==> src/rtl/sit_pkg.sv <==
package sit_pkg;

   typedef enum logic [2:0] {
      PH_IDLE,
      PH_RESET,
      PH_RUNIDLE,
      PH_SELECT,
      PH_CAPTURE,
      PH_SHIFT,
      PH_PARK
   } sit_phase_e;

   localparam int RESET_PULSES  = 5;
   localparam int SELECT_PULSES = 2;
   localparam int ENTRY_PULSES  = 2;
   localparam int PARK_PULSES   = 5;
   localparam int PRE_PULSES    = RESET_PULSES + 1 + SELECT_PULSES + ENTRY_PULSES;

endpackage

==> src/rtl/sit_tck_div.sv <==
module sit_tck_div #(
   parameter int CLK_HALF = 2
) (
   input  logic clk,
   input  logic rst_n,
   input  logic run,
   output logic tck,
   output logic rise_evt,
   output logic fall_evt
);

   logic edge_due;

   generate
      if (CLK_HALF == 1) begin : g_direct
         assign edge_due = run;
      end else begin : g_count
         localparam int CW = $clog2(CLK_HALF);
         logic [CW-1:0] cnt;

         always_ff @(posedge clk or negedge rst_n) begin
            if (!rst_n) begin
               cnt <= '0;
            end else if (!run || cnt == CW'(CLK_HALF - 1)) begin
               cnt <= '0;
            end else begin
               cnt <= cnt + 1'b1;
            end
         end

         assign edge_due = run && (cnt == CW'(CLK_HALF - 1));
      end
   endgenerate

   assign rise_evt = edge_due && !tck;
   assign fall_evt = edge_due && tck;

   always_ff @(posedge clk or negedge rst_n) begin
      if (!rst_n) begin
         tck <= 1'b0;
      end else if (!run) begin
         tck <= 1'b0;
      end else if (edge_due) begin
         tck <= !tck;
      end
   end

endmodule

==> src/rtl/sit_tms_seq.sv <==
module sit_tms_seq
   import sit_pkg::*;
#(
   parameter int CHECK_BITS = 32
) (
   input  logic clk,
   input  logic rst_n,
   input  logic start,
   input  logic rise_evt,
   input  logic fall_evt,
   output logic busy,
   output logic tms,
   output logic start_stb,
   output logic sample_stb,
   output logic done_stb
);

   localparam int TOTAL      = PRE_PULSES + CHECK_BITS + PARK_PULSES;
   localparam int SHIFT_LAST = PRE_PULSES + CHECK_BITS;
   localparam int PCW        = $clog2(TOTAL + 1);

   logic [PCW-1:0] pcnt;
   logic [PCW-1:0] pnext;
   sit_phase_e     phase;
   sit_phase_e     phase_next;

   function automatic sit_phase_e phase_of(input logic [PCW-1:0] p);
      if (p == '0)                                             return PH_IDLE;
      if (p <= PCW'(RESET_PULSES))                             return PH_RESET;
      if (p == PCW'(RESET_PULSES + 1))                         return PH_RUNIDLE;
      if (p <= PCW'(RESET_PULSES + 1 + SELECT_PULSES))         return PH_SELECT;
      if (p <= PCW'(PRE_PULSES))                               return PH_CAPTURE;
      if (p <= PCW'(SHIFT_LAST))                               return PH_SHIFT;
      return PH_PARK;
   endfunction

   function automatic logic tms_of(input sit_phase_e ph, input logic [PCW-1:0] p);
      case (ph)
         PH_RUNIDLE, PH_CAPTURE: return 1'b0;
         PH_SHIFT:               return (p == PCW'(SHIFT_LAST));
         default:                return 1'b1;
      endcase
   endfunction

   assign pnext      = pcnt + 1'b1;
   assign phase      = phase_of(pcnt);
   assign phase_next = phase_of(pnext);

   assign start_stb  = start && !busy;
   assign sample_stb = busy && rise_evt && (phase == PH_SHIFT);
   assign done_stb   = busy && fall_evt && (pcnt == PCW'(TOTAL));

   always_ff @(posedge clk or negedge rst_n) begin
      if (!rst_n) begin
         busy <= 1'b0;
         pcnt <= '0;
         tms  <= 1'b1;
      end else if (start_stb) begin
         busy <= 1'b1;
         pcnt <= PCW'(1);
         tms  <= 1'b1;
      end else if (busy && fall_evt) begin
         if (pcnt == PCW'(TOTAL)) begin
            busy <= 1'b0;
            pcnt <= '0;
            tms  <= 1'b1;
         end else begin
            pcnt <= pnext;
            tms  <= tms_of(phase_next, pnext);
         end
      end
   end

endmodule

==> src/rtl/sit_tdo_cmp.sv <==
module sit_tdo_cmp #(
   parameter int                 NUM_DEV    = 3,
   parameter int                 IR_LEN     = 8,
   parameter logic [IR_LEN-1:0]  IR_CAPTURE = 1,
   parameter int                 IDX_W      = 6
) (
   input  logic             clk,
   input  logic             rst_n,
   input  logic             start_stb,
   input  logic             sample_stb,
   input  logic             done_stb,
   input  logic             tdo,
   output logic             pass,
   output logic             fail,
   output logic [IDX_W-1:0] err_idx
);

   localparam int CAP_BITS = NUM_DEV * IR_LEN;
   localparam int BPW      = (IR_LEN > 1) ? $clog2(IR_LEN) : 1;

   logic [IDX_W-1:0] idx;
   logic [BPW-1:0]   bpos;
   logic             seen_bad;
   logic             exp_bit;

   assign exp_bit = (idx < IDX_W'(CAP_BITS)) ? IR_CAPTURE[bpos] : 1'b1;

   always_ff @(posedge clk or negedge rst_n) begin
      if (!rst_n) begin
         idx      <= '0;
         bpos     <= '0;
         seen_bad <= 1'b0;
         err_idx  <= '0;
         pass     <= 1'b0;
         fail     <= 1'b0;
      end else if (start_stb) begin
         idx      <= '0;
         bpos     <= '0;
         seen_bad <= 1'b0;
         err_idx  <= '0;
         pass     <= 1'b0;
         fail     <= 1'b0;
      end else begin
         if (sample_stb) begin
            if (tdo != exp_bit && !seen_bad) begin
               seen_bad <= 1'b1;
               err_idx  <= idx;
            end
            idx  <= idx + 1'b1;
            bpos <= (bpos == BPW'(IR_LEN - 1)) ? '0 : bpos + 1'b1;
         end
         if (done_stb) begin
            pass <= !seen_bad;
            fail <= seen_bad;
         end
      end
   end

endmodule

==> src/rtl/scan_integrity_tester.sv <==
module scan_integrity_tester #(
   parameter int                NUM_DEV    = 3,
   parameter int                IR_LEN     = 8,
   parameter logic [IR_LEN-1:0] IR_CAPTURE = 1,
   parameter int                TRAIL_ONES = 8,
   parameter int                CLK_HALF   = 2,
   localparam int               CHECK_BITS = NUM_DEV * IR_LEN + TRAIL_ONES,
   localparam int               IDX_W      = $clog2(CHECK_BITS + 1)
) (
   input  logic             clk,
   input  logic             rst_n,
   input  logic             start,
   input  logic             tdo_i,
   output logic             tck_o,
   output logic             tms_o,
   output logic             tdi_o,
   output logic             busy_o,
   output logic             pass_o,
   output logic             fail_o,
   output logic [IDX_W-1:0] err_idx_o
);

   generate
      if (NUM_DEV < 1) begin : g_bad_dev
         $error("NUM_DEV must be at least 1");
      end
      if (IR_LEN < 2) begin : g_bad_len
         $error("IR_LEN must be at least 2");
      end
      if (IR_CAPTURE[1:0] != 2'b01) begin : g_bad_cap
         $error("IR_CAPTURE must end in binary 01");
      end
      if (TRAIL_ONES < 1) begin : g_bad_trail
         $error("TRAIL_ONES must be at least 1");
      end
      if (CLK_HALF < 1) begin : g_bad_half
         $error("CLK_HALF must be at least 1");
      end
   endgenerate

   logic rise_evt;
   logic fall_evt;
   logic start_stb;
   logic sample_stb;
   logic done_stb;

   assign tdi_o = 1'b1;

   sit_tck_div #(
      .CLK_HALF (CLK_HALF)
   ) u_div (
      .clk      (clk),
      .rst_n    (rst_n),
      .run      (busy_o),
      .tck      (tck_o),
      .rise_evt (rise_evt),
      .fall_evt (fall_evt)
   );

   sit_tms_seq #(
      .CHECK_BITS (CHECK_BITS)
   ) u_seq (
      .clk        (clk),
      .rst_n      (rst_n),
      .start      (start),
      .rise_evt   (rise_evt),
      .fall_evt   (fall_evt),
      .busy       (busy_o),
      .tms        (tms_o),
      .start_stb  (start_stb),
      .sample_stb (sample_stb),
      .done_stb   (done_stb)
   );

   sit_tdo_cmp #(
      .NUM_DEV    (NUM_DEV),
      .IR_LEN     (IR_LEN),
      .IR_CAPTURE (IR_CAPTURE),
      .IDX_W      (IDX_W)
   ) u_cmp (
      .clk        (clk),
      .rst_n      (rst_n),
      .start_stb  (start_stb),
      .sample_stb (sample_stb),
      .done_stb   (done_stb),
      .tdo        (tdo_i),
      .pass       (pass_o),
      .fail       (fail_o),
      .err_idx    (err_idx_o)
   );

endmodule

==> config.mk <==
export PLATFORM = sky130hd
export DESIGN_NAME = scan_integrity_tester
export DESIGN_NICKNAME = d
export VERILOG_FILES = /design/src/rtl/sit_pkg.sv /design/src/rtl/sit_tck_div.sv /design/src/rtl/sit_tms_seq.sv /design/src/rtl/sit_tdo_cmp.sv /design/src/rtl/scan_integrity_tester.sv
export SDC_FILE = /design/constraint.sdc
export NUM_CORES = 1
export LEC_CHECK = 0
export ABC_CLOCK_PERIOD_IN_PS = 2420
export BUFFER_PORTS_ARGS = -buffer_cell sky130_fd_sc_hd__buf_2
export CAP_MARGIN = 20
export CORE_ASPECT_RATIO = 1.2
export CORE_UTILIZATION = 55
export CTS_CLUSTER_DIAMETER = 150
export DETAILED_ROUTE_END_ITERATION = 10
export GPL_TIMING_DRIVEN = 0
export PLACE_DENSITY = 0.73
export SETUP_SLACK_MARGIN = 0.02
export SLEW_MARGIN = 15
export SYNTH_ARGS = -nofsm -noshare
export SYNTH_HDL_FRONTEND = slang
export SYNTH_SLANG_ARGS = --single-unit
==> constraint.sdc <==
create_clock -name clk -period 2.42 [get_ports clk]
set_input_delay 0 -clock clk [delete_from_list [all_inputs] [get_ports clk]]
set_output_delay 0 -clock clk [all_outputs]
set_load 0.02 [all_outputs]
==> results of run 1 <==
-- layout by cell type, fill, tap and decap left out, types with 2 or more instances in the layout --
master and instances:
dfrtp_1 26, nor2_1 3, xnor2_1 2, xor2_1 5, clkbuf_4 3, nor3_1 2
nand2b_1 3, o21ai_0 15, o211ai_1 3, clkbuf_1 6, or3_1 2, buf_6 2
nor2b_1 4, and3_1 2, nand3_1 13, o22ai_1 2, inv_1 14, ha_1 8
o31ai_1 5, and2_1 2, o2bb2ai_1 2, buf_2 17, nand2_1 20, mux2i_1 6
-- logic make-up (layout without fill, tap and decap cells) --
family / Yosys count / in the layout / synth area share
and+or+nand+nor: 53 / 53 / 0.168
AOI/OAI and AO/OA: 36 / 36 / 0.153
DFF: 28 / 28 / 0.455
buffers and inverters: 26 / 45 / 0.0779
adders and majority gates: 8 / 8 / 0.0649
xor gates and xnor gates: 7 / 7 / 0.0398
muxes: 6 / 6 / 0.0390
other: 1 / 1 / 0.00243
-- flip-flops by register name, indices dropped and copies added (netlist names) --
register,cells
u_cmp.bpos,3
u_cmp.err_idx,6
u_cmp.fail,1
u_cmp.idx,6
u_cmp.pass,1
u_cmp.seen_bad,1
u_div.g_count.cnt,1
u_div.tck,1
u_seq.busy,1
u_seq.pcnt,6
u_seq.tms,1
-- synth_stat cells, drive strengths merged, types with 2 or more instances --
cell | count | area (um^2)
dfrtp | 27 | 676
nand2 | 20 | 75.1
o21ai | 15 | 75.1
inv | 14 | 52.6
nand3 | 13 | 65.1
ha | 8 | 100
buf | 6 | 45.0
clkbuf | 6 | 22.5
mux2i | 6 | 60.1
o31ai | 5 | 37.5
xor2 | 5 | 43.8
nor2b | 4 | 25.0
nand2b | 3 | 18.8
nor2 | 3 | 11.3
o211ai | 3 | 22.5
and2 | 2 | 12.5
and3 | 2 | 12.5
nor3 | 2 | 10.0
o22ai | 2 | 12.5
o2bb2ai | 2 | 17.5
or3 | 2 | 12.5
xnor2 | 2 | 17.5
-- worst max-delay path: cells and delay by family (launching register included) --
kind,cells,cell delay [ns]
compound gates,1,0.20
fa+ha+maj,1,0.15
buf+inv,3,0.43
flops,1,0.49
mux,1,0.11
simple gates,3,0.76
-- power by group through the flow --
stage               registers, mW  clock network (mW)  logic (mW)
CTS                         0.579               0.231       0.324
global placement            0.583                   0       0.313
finish                      0.581               0.229       0.322
floorplan                   0.604                   0       0.205
detailed placement          0.588                   0       0.320
global route                0.589               0.244       0.361
-- stage by stage --
stage,std cells,cell area [um^2],hold WS (ns),worst slack [ns]
2_1_floorplan,165,1540,-0.296,0.314
3_3_place_gp,212,1650,0.0494,0.198
3_5_place_dp,212,1650,0.0596,0.155
4_1_cts,217,1700,0.134,0.136
5_1_grt,217,1700,0.162,0.0439
6_report,217,1700,0.125,0.162
-- area by class of cell --
type,instances,share of cell area
buffer,12,0.0397
clock buffer,4,0.0213
timing repair buffer,15,0.0471
tap,33,0.0243
inverter,14,0.0309
multi-input combinational,111,0.423
sequential,28,0.414
-- worst paths after layout --
path                               start               end  slack (ns)  depth (start not counted)
max                        u_seq.pcnt[0]  u_cmp.err_idx[4]        0.16                          9
min                                start      u_cmp.idx[2]        0.13                          3
max reg2reg                u_seq.pcnt[0]  u_cmp.err_idx[4]        0.16                          9
min reg2reg                   u_cmp.pass        u_cmp.pass        0.51                          2
max in group asynchronous          rst_n     u_seq.pcnt[0]        1.78                          2
min in group asynchronous          rst_n         u_div.tck        0.21                          2
-- layer usage --
metal / track usage / vias up / wire length [um]
li1: - / 597 / -
met1: 0.258 / 570 / 1290
met2: 0.358 / 24 / 1440
met3: 0.0305 / 4 / 73
met4: 0.0595 / 0 / 27
met5: 0 / - / 0
-- repair_timing --
action,4_1_cts,5_1_grt
hold buffers,1,0
setup endpoints to repair,0,2
resized for setup,0,1
endpoints found under the hold margin,27,0
==> results.sh, run 1 <==
export IMPL_antenna_found_initial=0
export IMPL_intPower_uw=730
export IMPL_hold_path_class="in2reg"
export IMPL_die_w_um=50.3
export IMPL_cts_buffers=3
export IMPL_post_cts_buffers=0
export IMPL_switching_power_uw=402
export IMPL_finalHoldViolations=0
export IMPL_avgSynthCellArea_um2=9.34
export IMPL_rsz0062_at_grt="no"
export IMPL_clockBufferDepth=2
export IMPL_timing_slew_headroom=0.590
export IMPL_cpPeakStageDelay_ns=0.49
export IMPL_cts_tree="done"
export IMPL_track_usage=0.203
export IMPL_clk_pin_slew_ns=0.15
export IMPL_io_pins=16
export IMPL_ys_seq_elements=28
export IMPL_p_sw_frac=0.355
export IMPL_final_nets=197
export IMPL_grt_ovfl_total=0
export IMPL_finClkSkew_ns=0.00279
export IMPL_drv_slew=0
export IMPL_detailed_place_hpwl_um=2020
export IMPL_die_area_um2=3020
export IMPL_pwr_share_clk=0.202
export IMPL_fmax_ghz=0.443
export IMPL_antenna_left=0
export IMPL_critPathSlowestCell="dfrtp_2"
export IMPL_clock_latency_ns=0.33
export IMPL_cp_max_fo=8
export IMPL_finalPower_mw=1.13
export IMPL_viasPerCell=5.51
export IMPL_htree_num_levels=1
export IMPL_drt_wl_total_um=2830
export IMPL_path_class="reg2reg"
export IMPL_status="finished, final reports clean"
export IMPL_worstPathArrival_ns=2.49
export IMPL_multi_input_area_um2=719
export IMPL_syn_cell_area_um2=1540
export IMPL_setup_tns_ns=0
export IMPL_p_comb_frac=0.285
export IMPL_synth_ff_type="dfrtp_1"
export IMPL_vias=1195
export IMPL_first_pass_iters=4
export IMPL_leakage_nw=0.848
export IMPL_drc=0
export IMPL_syn_nets=177
export IMPL_worst_path_most_repeated_cell="or3_1"
export IMPL_cp_end_kind="register"
export IMPL_portBuffers=14
export IMPL_p_per_area_nw_per_um2=666
export IMPL_cts_root_buf="clkbuf_4"
export IMPL_grt_pass1_vias=1096
export IMPL_ys_warn_count=0
export IMPL_path_cells="inv_1, ha_1, nor2b_1, o211a_1, or3_1, buf_2, or3_1, buf_6, mux2i_1"
export IMPL_setup_violations=0
export IMPL_drive_gt1_frac=0.141
export IMPL_coreArea_um2=2600
export IMPL_crit_required_ns=2.65
export IMPL_grt_max_degree=29
export IMPL_numClockSinks=28
export IMPL_rows=20
export IMPL_synth_enable_flop_cells=0
export IMPL_dr_first_iter_drc_count=29
export IMPL_worst_pin_slew_ns=0.615
export IMPL_yosysSeqAreaShare=0.455
export IMPL_initial_core_util=0.592
export IMPL_period_needed_ns=2.26
export IMPL_drv_cap=0
export IMPL_die_h_um=60.0
export IMPL_syn_inst=165
export IMPL_ys_async_sr_fraction=1.00
export IMPL_synth_cell_type_count=37
export IMPL_fin_util=0.653
export IMPL_insertedDiodeCount=0
export IMPL_place_gp_congestion=0.844
export IMPL_area_growth_pct=10.3
export IMPL_fillers=231
export IMPL_ff_latch_area_um2=703
export IMPL_peakVddDrop_mv=0.464
export IMPL_grt_pass1_wl_um=4660
export IMPL_start_kind="register"
export IMPL_period_share=0.933
export IMPL_seqPwrFrac=0.513
export IMPL_routedWlPerCell_um=13.1
Note: power is estimated with default switching activity, not from simulation.
==> run 2, diff against run 1 <==
--- a/config.mk
+++ b/config.mk
@@ -6,14 +6,14 @@
 export NUM_CORES = 1
 export LEC_CHECK = 0
 export ABC_CLOCK_PERIOD_IN_PS = 2420
-export BUFFER_PORTS_ARGS = -buffer_cell sky130_fd_sc_hd__buf_2
 export CAP_MARGIN = 20
 export CORE_ASPECT_RATIO = 1.2
 export CORE_UTILIZATION = 55
 export CTS_CLUSTER_DIAMETER = 150
 export DETAILED_ROUTE_END_ITERATION = 10
+export DONT_BUFFER_PORTS = 1
 export GPL_TIMING_DRIVEN = 0
-export PLACE_DENSITY = 0.73
+export PLACE_DENSITY = 0.7
 export SETUP_SLACK_MARGIN = 0.02
 export SLEW_MARGIN = 15
 export SYNTH_ARGS = -nofsm -noshare
==> results.sh, run 2 (synthesis gave the netlist of run 1 again) <==
export IMPL_status="finished, final reports clean"
export IMPL_finalHoldViolations=0
export IMPL_holdWs_ns=0.0656
export IMPL_place_gp_congestion=0.842
export IMPL_fmax_ghz=0.438
export IMPL_regToRegSetupSlack_ns=0.13
export IMPL_dr_first_iter_drc_count=20
export IMPL_critPathSlowestCell="dfrtp_2"
export IMPL_placed_cell_area_um2=1580
export IMPL_peakVddDrop_mv=0.442
export IMPL_first_pass_iters=4
export IMPL_p_per_area_nw_per_um2=715
export IMPL_crit_required_ns=2.68
export IMPL_io_pins=16
export IMPL_cts_root_buf="clkbuf_4"
export IMPL_antenna_found_initial=0
export IMPL_cts_tree="done"
export IMPL_period_needed_ns=2.29
export IMPL_setup_violations=0
export IMPL_routedWlPerCell_um=14.7
export IMPL_grt_pass1_vias=1162
export IMPL_fin_util=0.644
export IMPL_viasPerCell=5.69
export IMPL_dp_worst_setup_slack_ns=0.166
export IMPL_hold_path_class="in2async"
export IMPL_worst_path_most_repeated_cell="or3_1"
export IMPL_final_nets=185
export IMPL_rows=20
export IMPL_portBuffers=0
export IMPL_crit_buf_inv=3
export IMPL_numClockSinks=28
export IMPL_vias=1166
export IMPL_clock_latency_ns=0.34
export IMPL_setup_tns_ns=0
export IMPL_clk_pin_slew_ns=0.16
export IMPL_layout_common_cells="dfrtp_1 (26), nand2_1 (20), o21ai_0 (15)"
export IMPL_htree_num_levels=1
export IMPL_finalPower_mw=1.20
export IMPL_r2r_end="u_cmp.err_idx[2]"
export IMPL_worstPathArrival_ns=2.54
export IMPL_cpPeakStageDelay_ns=0.49
export IMPL_timing_rr_start="u_seq.pcnt[0]"
export IMPL_die_w_um=50.3
export IMPL_coreArea_um2=2600
export IMPL_initial_core_util=0.592
export IMPL_cp_end_kind="register"
export IMPL_cp_max_fo=8
export IMPL_drc=0
export IMPL_start_kind="register"
export IMPL_path_delay_family="simple AND/OR/NAND/NOR gates"
export IMPL_worst_slack_ns=0.134
export IMPL_drt_wl_total_um=3010
export IMPL_cts_buffers=3
export IMPL_antenna_left=0
export IMPL_drv_cap=0
export IMPL_die_h_um=60.0
export IMPL_fin_area_um2=1680
export IMPL_rsz0062_at_grt="no"
export IMPL_insertedDiodeCount=0
export IMPL_r2r_cells=9
export IMPL_drv_slew=0
export IMPL_leakage_nw=0.802
export IMPL_grt_max_degree=29
export IMPL_reg_top3="u_cmp.err_idx: 6 flops, u_cmp.idx: 6 flops, u_seq.pcnt: 6 flops"
export IMPL_dp_cells=198
export IMPL_final_common_cell="dfrtp_1"
export IMPL_stdcell_count=205
export IMPL_detailed_place_hpwl_um=2150
export IMPL_drive_gt1_frac=0.0756
export IMPL_grt_pass1_wl_um=5090
export IMPL_grt_ovfl_total=0
export IMPL_path_class="reg2reg"
export IMPL_clockBufferDepth=2
export IMPL_path_cells="inv_1, ha_1, nor2b_1, o211a_1, or3_1, buf_2, or3_1, buf_6, mux2i_1"
export IMPL_finClkSkew_ns=0.0122
export IMPL_die_area_um2=3020
export IMPL_track_usage=0.225
export IMPL_period_share=0.944
export IMPL_area_growth_pct=8.77
[run 2: power by group]
| part | leakage, nW | internal, mW | switching, mW |
|---|---|---|---|
| Sequential | 0.375 | 0.517 | 0.0979 |
| Clock | 0.0279 | 0.168 | 0.148 |
| Combinational | 0.399 | 0.108 | 0.162 |
[run 2: cell type report]
type | count | area, um^2
Clock inverter | 1 | 30.0
Multi-Input combinational cell | 111 | 719
Timing Repair Buffer | 3 | 40.0
Sequential cell | 28 | 703
Buffer | 12 | 67.6
Tap cell | 33 | 41.3
Inverter | 14 | 52.6
Clock buffer | 3 | 22.5
Fill cell | 232 | 926
[run 2: worst reg2reg max path: cells and delay by family (launching register included)]
family,cells,cell delay (ns)
buffers and inverters,3,0.42
adder cells (fa/ha/maj),1,0.15
AND/OR/NAND/NOR,3,0.77
AO/OA/AOI/OAI,1,0.21
multiplexers,1,0.18
flip-flops,1,0.49
[run 2: routing by layer]
layer,wire [um],share of wire,global-route usage,vias to the layer above
met5,0,0,0,-
met4,46,0.015,0.0794,0
met3,95,0.032,0.0407,6
met2,1560,0.52,0.417,18
met1,1300,0.43,0.258,568
li1,-,-,-,574
[run 2: worst max-delay path by stage]
| stage | slack, ns | cells past startpoint | from | to |
|---|---|---|---|---|
| 6_report | 0.13 | 9 | u_seq.pcnt[0] | u_cmp.err_idx[2] |
| 5_1_grt | 0.03 | 9 | u_seq.pcnt[0] | u_cmp.err_idx[2] |
| 4_1_cts | 0.12 | 9 | u_seq.pcnt[0] | u_cmp.err_idx[2] |
| 3_5_place_dp | 0.17 | 9 | u_seq.pcnt[0] | u_cmp.err_idx[4] |
| 3_3_place_gp | 0.20 | 9 | u_seq.pcnt[0] | u_cmp.err_idx[3] |
| 2_1_floorplan | 0.31 | 9 | u_seq.pcnt[0] | u_cmp.err_idx[0] |
[run 2: timing repair]
item / CTS / global route
endpoints found under the setup margin: 0 / 5
resized for setup: 0 / 1
buffers inserted: 0 / 0
hold buffers: 3 / 0
hold endpoints to repair: 30 / 0
==> run 3, diff against run 2 <==
--- a/config.mk
+++ b/config.mk
@@ -14,6 +14,7 @@
 export DONT_BUFFER_PORTS = 1
 export GPL_TIMING_DRIVEN = 0
 export PLACE_DENSITY = 0.7
+export RECOVER_POWER = 25
 export SETUP_SLACK_MARGIN = 0.02
 export SLEW_MARGIN = 15
 export SYNTH_ARGS = -nofsm -noshare
==> results.sh, run 3 (synthesis gave the netlist of run 1 again) <==
export IMPL_reg_top3="u_cmp.err_idx: 6 flops, u_cmp.idx: 6 flops, u_seq.pcnt: 6 flops"
export IMPL_hold_path_class="in2reg"
export IMPL_die_h_um=60.0
export IMPL_grt_pass1_vias=1162
export IMPL_path_class="reg2reg"
export IMPL_final_common_cell="dfrtp_1"
export IMPL_drc=0
export IMPL_vias=1162
export IMPL_crit_required_ns=2.68
export IMPL_antenna_left=0
export IMPL_worstPathArrival_ns=2.54
export IMPL_rsz0062_at_grt="no"
export IMPL_rows=20
export IMPL_status="finished with violations"
export IMPL_portBuffers=0
export IMPL_layout_common_cells="dfrtp_1 (26), nand2_1 (20), o21ai_0 (15)"
export IMPL_cts_root_buf="clkbuf_4"
export IMPL_setup_tns_ns=0
export IMPL_post_cts_buffers=0
export IMPL_first_pass_iters=4
export IMPL_violations="capacitance limit, slew limit"
export IMPL_dp_worst_setup_slack_ns=0.166
export IMPL_start_kind="register"
export IMPL_cp_max_fo=8
export IMPL_htree_num_levels=1
export IMPL_viasPerCell=5.67
export IMPL_initial_core_util=0.592
export IMPL_startpoint="u_seq.pcnt[0]"
export IMPL_stdcell_count=205
export IMPL_clockBufferDepth=2
export IMPL_peakVddDrop_mv=0.438
export IMPL_finClkSkew_ns=0.0121
export IMPL_clock_latency_ns=0.34
export IMPL_place_gp_congestion=0.842
export IMPL_dr_first_iter_drc_count=21
export IMPL_routedWlPerCell_um=14.7
export IMPL_grt_max_degree=29
export IMPL_fmax_ghz=0.438
export IMPL_numClockSinks=28
export IMPL_final_nets=185
export IMPL_drt_wl_total_um=3010
export IMPL_die_area_um2=3020
export IMPL_io_pins=16
export IMPL_cts_tree="done"
export IMPL_finalHoldViolations=0
export IMPL_finalPower_mw=1.20
export IMPL_grt_ovfl_total=0
export IMPL_track_usage=0.225
export IMPL_period_share=0.944
export IMPL_period_needed_ns=2.28
export IMPL_die_w_um=50.3
export IMPL_drv_slew=29
export IMPL_leakage_nw=0.794
export IMPL_detailed_place_hpwl_um=2150
export IMPL_hold_start="start"
export IMPL_drive_gt1_frac=0.0698
export IMPL_drv_cap=1
export IMPL_worst_pin_slew_ns=1.51
export IMPL_coreArea_um2=2600
export IMPL_setup_violations=0
export IMPL_cts_buffers=3
export IMPL_insertedDiodeCount=0
export IMPL_timing_slew_headroom=-0.00576
export IMPL_worst_slack_ns=0.136
export IMPL_clk_pin_slew_ns=0.16
export IMPL_cp_end_kind="register"
export IMPL_area_growth_pct=7.71
export IMPL_grt_pass1_wl_um=5090
export IMPL_antenna_found_initial=0
export IMPL_p_per_area_nw_per_um2=720
export IMPL_dp_cells=198
export IMPL_fin_util=0.638
export IMPL_timing_rr_start="u_seq.pcnt[0]"
run 3: changes by cell type in the layout (fill, tap and decap cells not counted):
| cell | previous run | this run |
|---|---|---|
| clkbuf_1 | 6 | 7 |
| buf_12 | 1 | 0 |
run 3: stage by stage:
stage,instance area (um^2),hold WS [ns]
5_1_grt,1660,0.104
2_1_floorplan,1540,-0.296
4_1_cts,1680,0.0710
3_5_place_dp,1580,-0.295
3_3_place_gp,1580,-0.295
6_report,1660,0.0677
run 3: repair_timing:
| action | in CTS | in global routing |
|---|---|---|
| hold buffers | 3 | 0 |
| resized for setup | 0 | 1 |
| endpoints found under the setup margin | 0 | 5 |
| hold endpoints to repair | 30 | 0 |
run 3: worst max-delay path, cell delays in order, from the launching register on:
cell and delay, ns:
dfrtp_2 0.49, inv_1 0.09, ha_1 0.15, nor2b_1 0.05, o211a_1 0.21, or3_1 0.36
buf_2 0.17, or3_1 0.36, buf_6 0.15, mux2i_1 0.18
run 3: report_power, final:
part           switching, mW  internal (mW)  total (mW)
Clock                  0.147          0.168       0.315
Combinational          0.161          0.105       0.266
Sequential            0.0976          0.517       0.614
run 3: final timing paths:
check / end / slack [ns] / cells after the start
worst max-delay path: u_cmp.err_idx[2] / 0.14 / 9
worst min-delay path: u_cmp.err_idx[1] / 0.07 / 4
worst max register to register: u_cmp.err_idx[2] / 0.14 / 9
worst min register to register: u_cmp.pass / 0.50 / 1
max in group asynchronous: u_seq.pcnt[0] / 0.90 / 2
min in group asynchronous: u_seq.pcnt[4] / 0.54 / 2
run 3: metal layers:
layer	vias up	GRT usage	routed length (um)
li1	576	-	-
met1	562	0.258	1320
met2	18	0.417	1550
met3	6	0.0407	89
met4	0	0.0794	46
met5	-	0	0
run 3: cell type report:
type,instances,area [um^2]
Inverter,14,52.6
Timing Repair Buffer,3,23.8
Fill cell,235,942
Multi-Input combinational cell,111,719
Buffer,12,67.6
Tap cell,33,41.3
Clock buffer,3,22.5
Clock inverter,1,30.0
Sequential cell,28,703
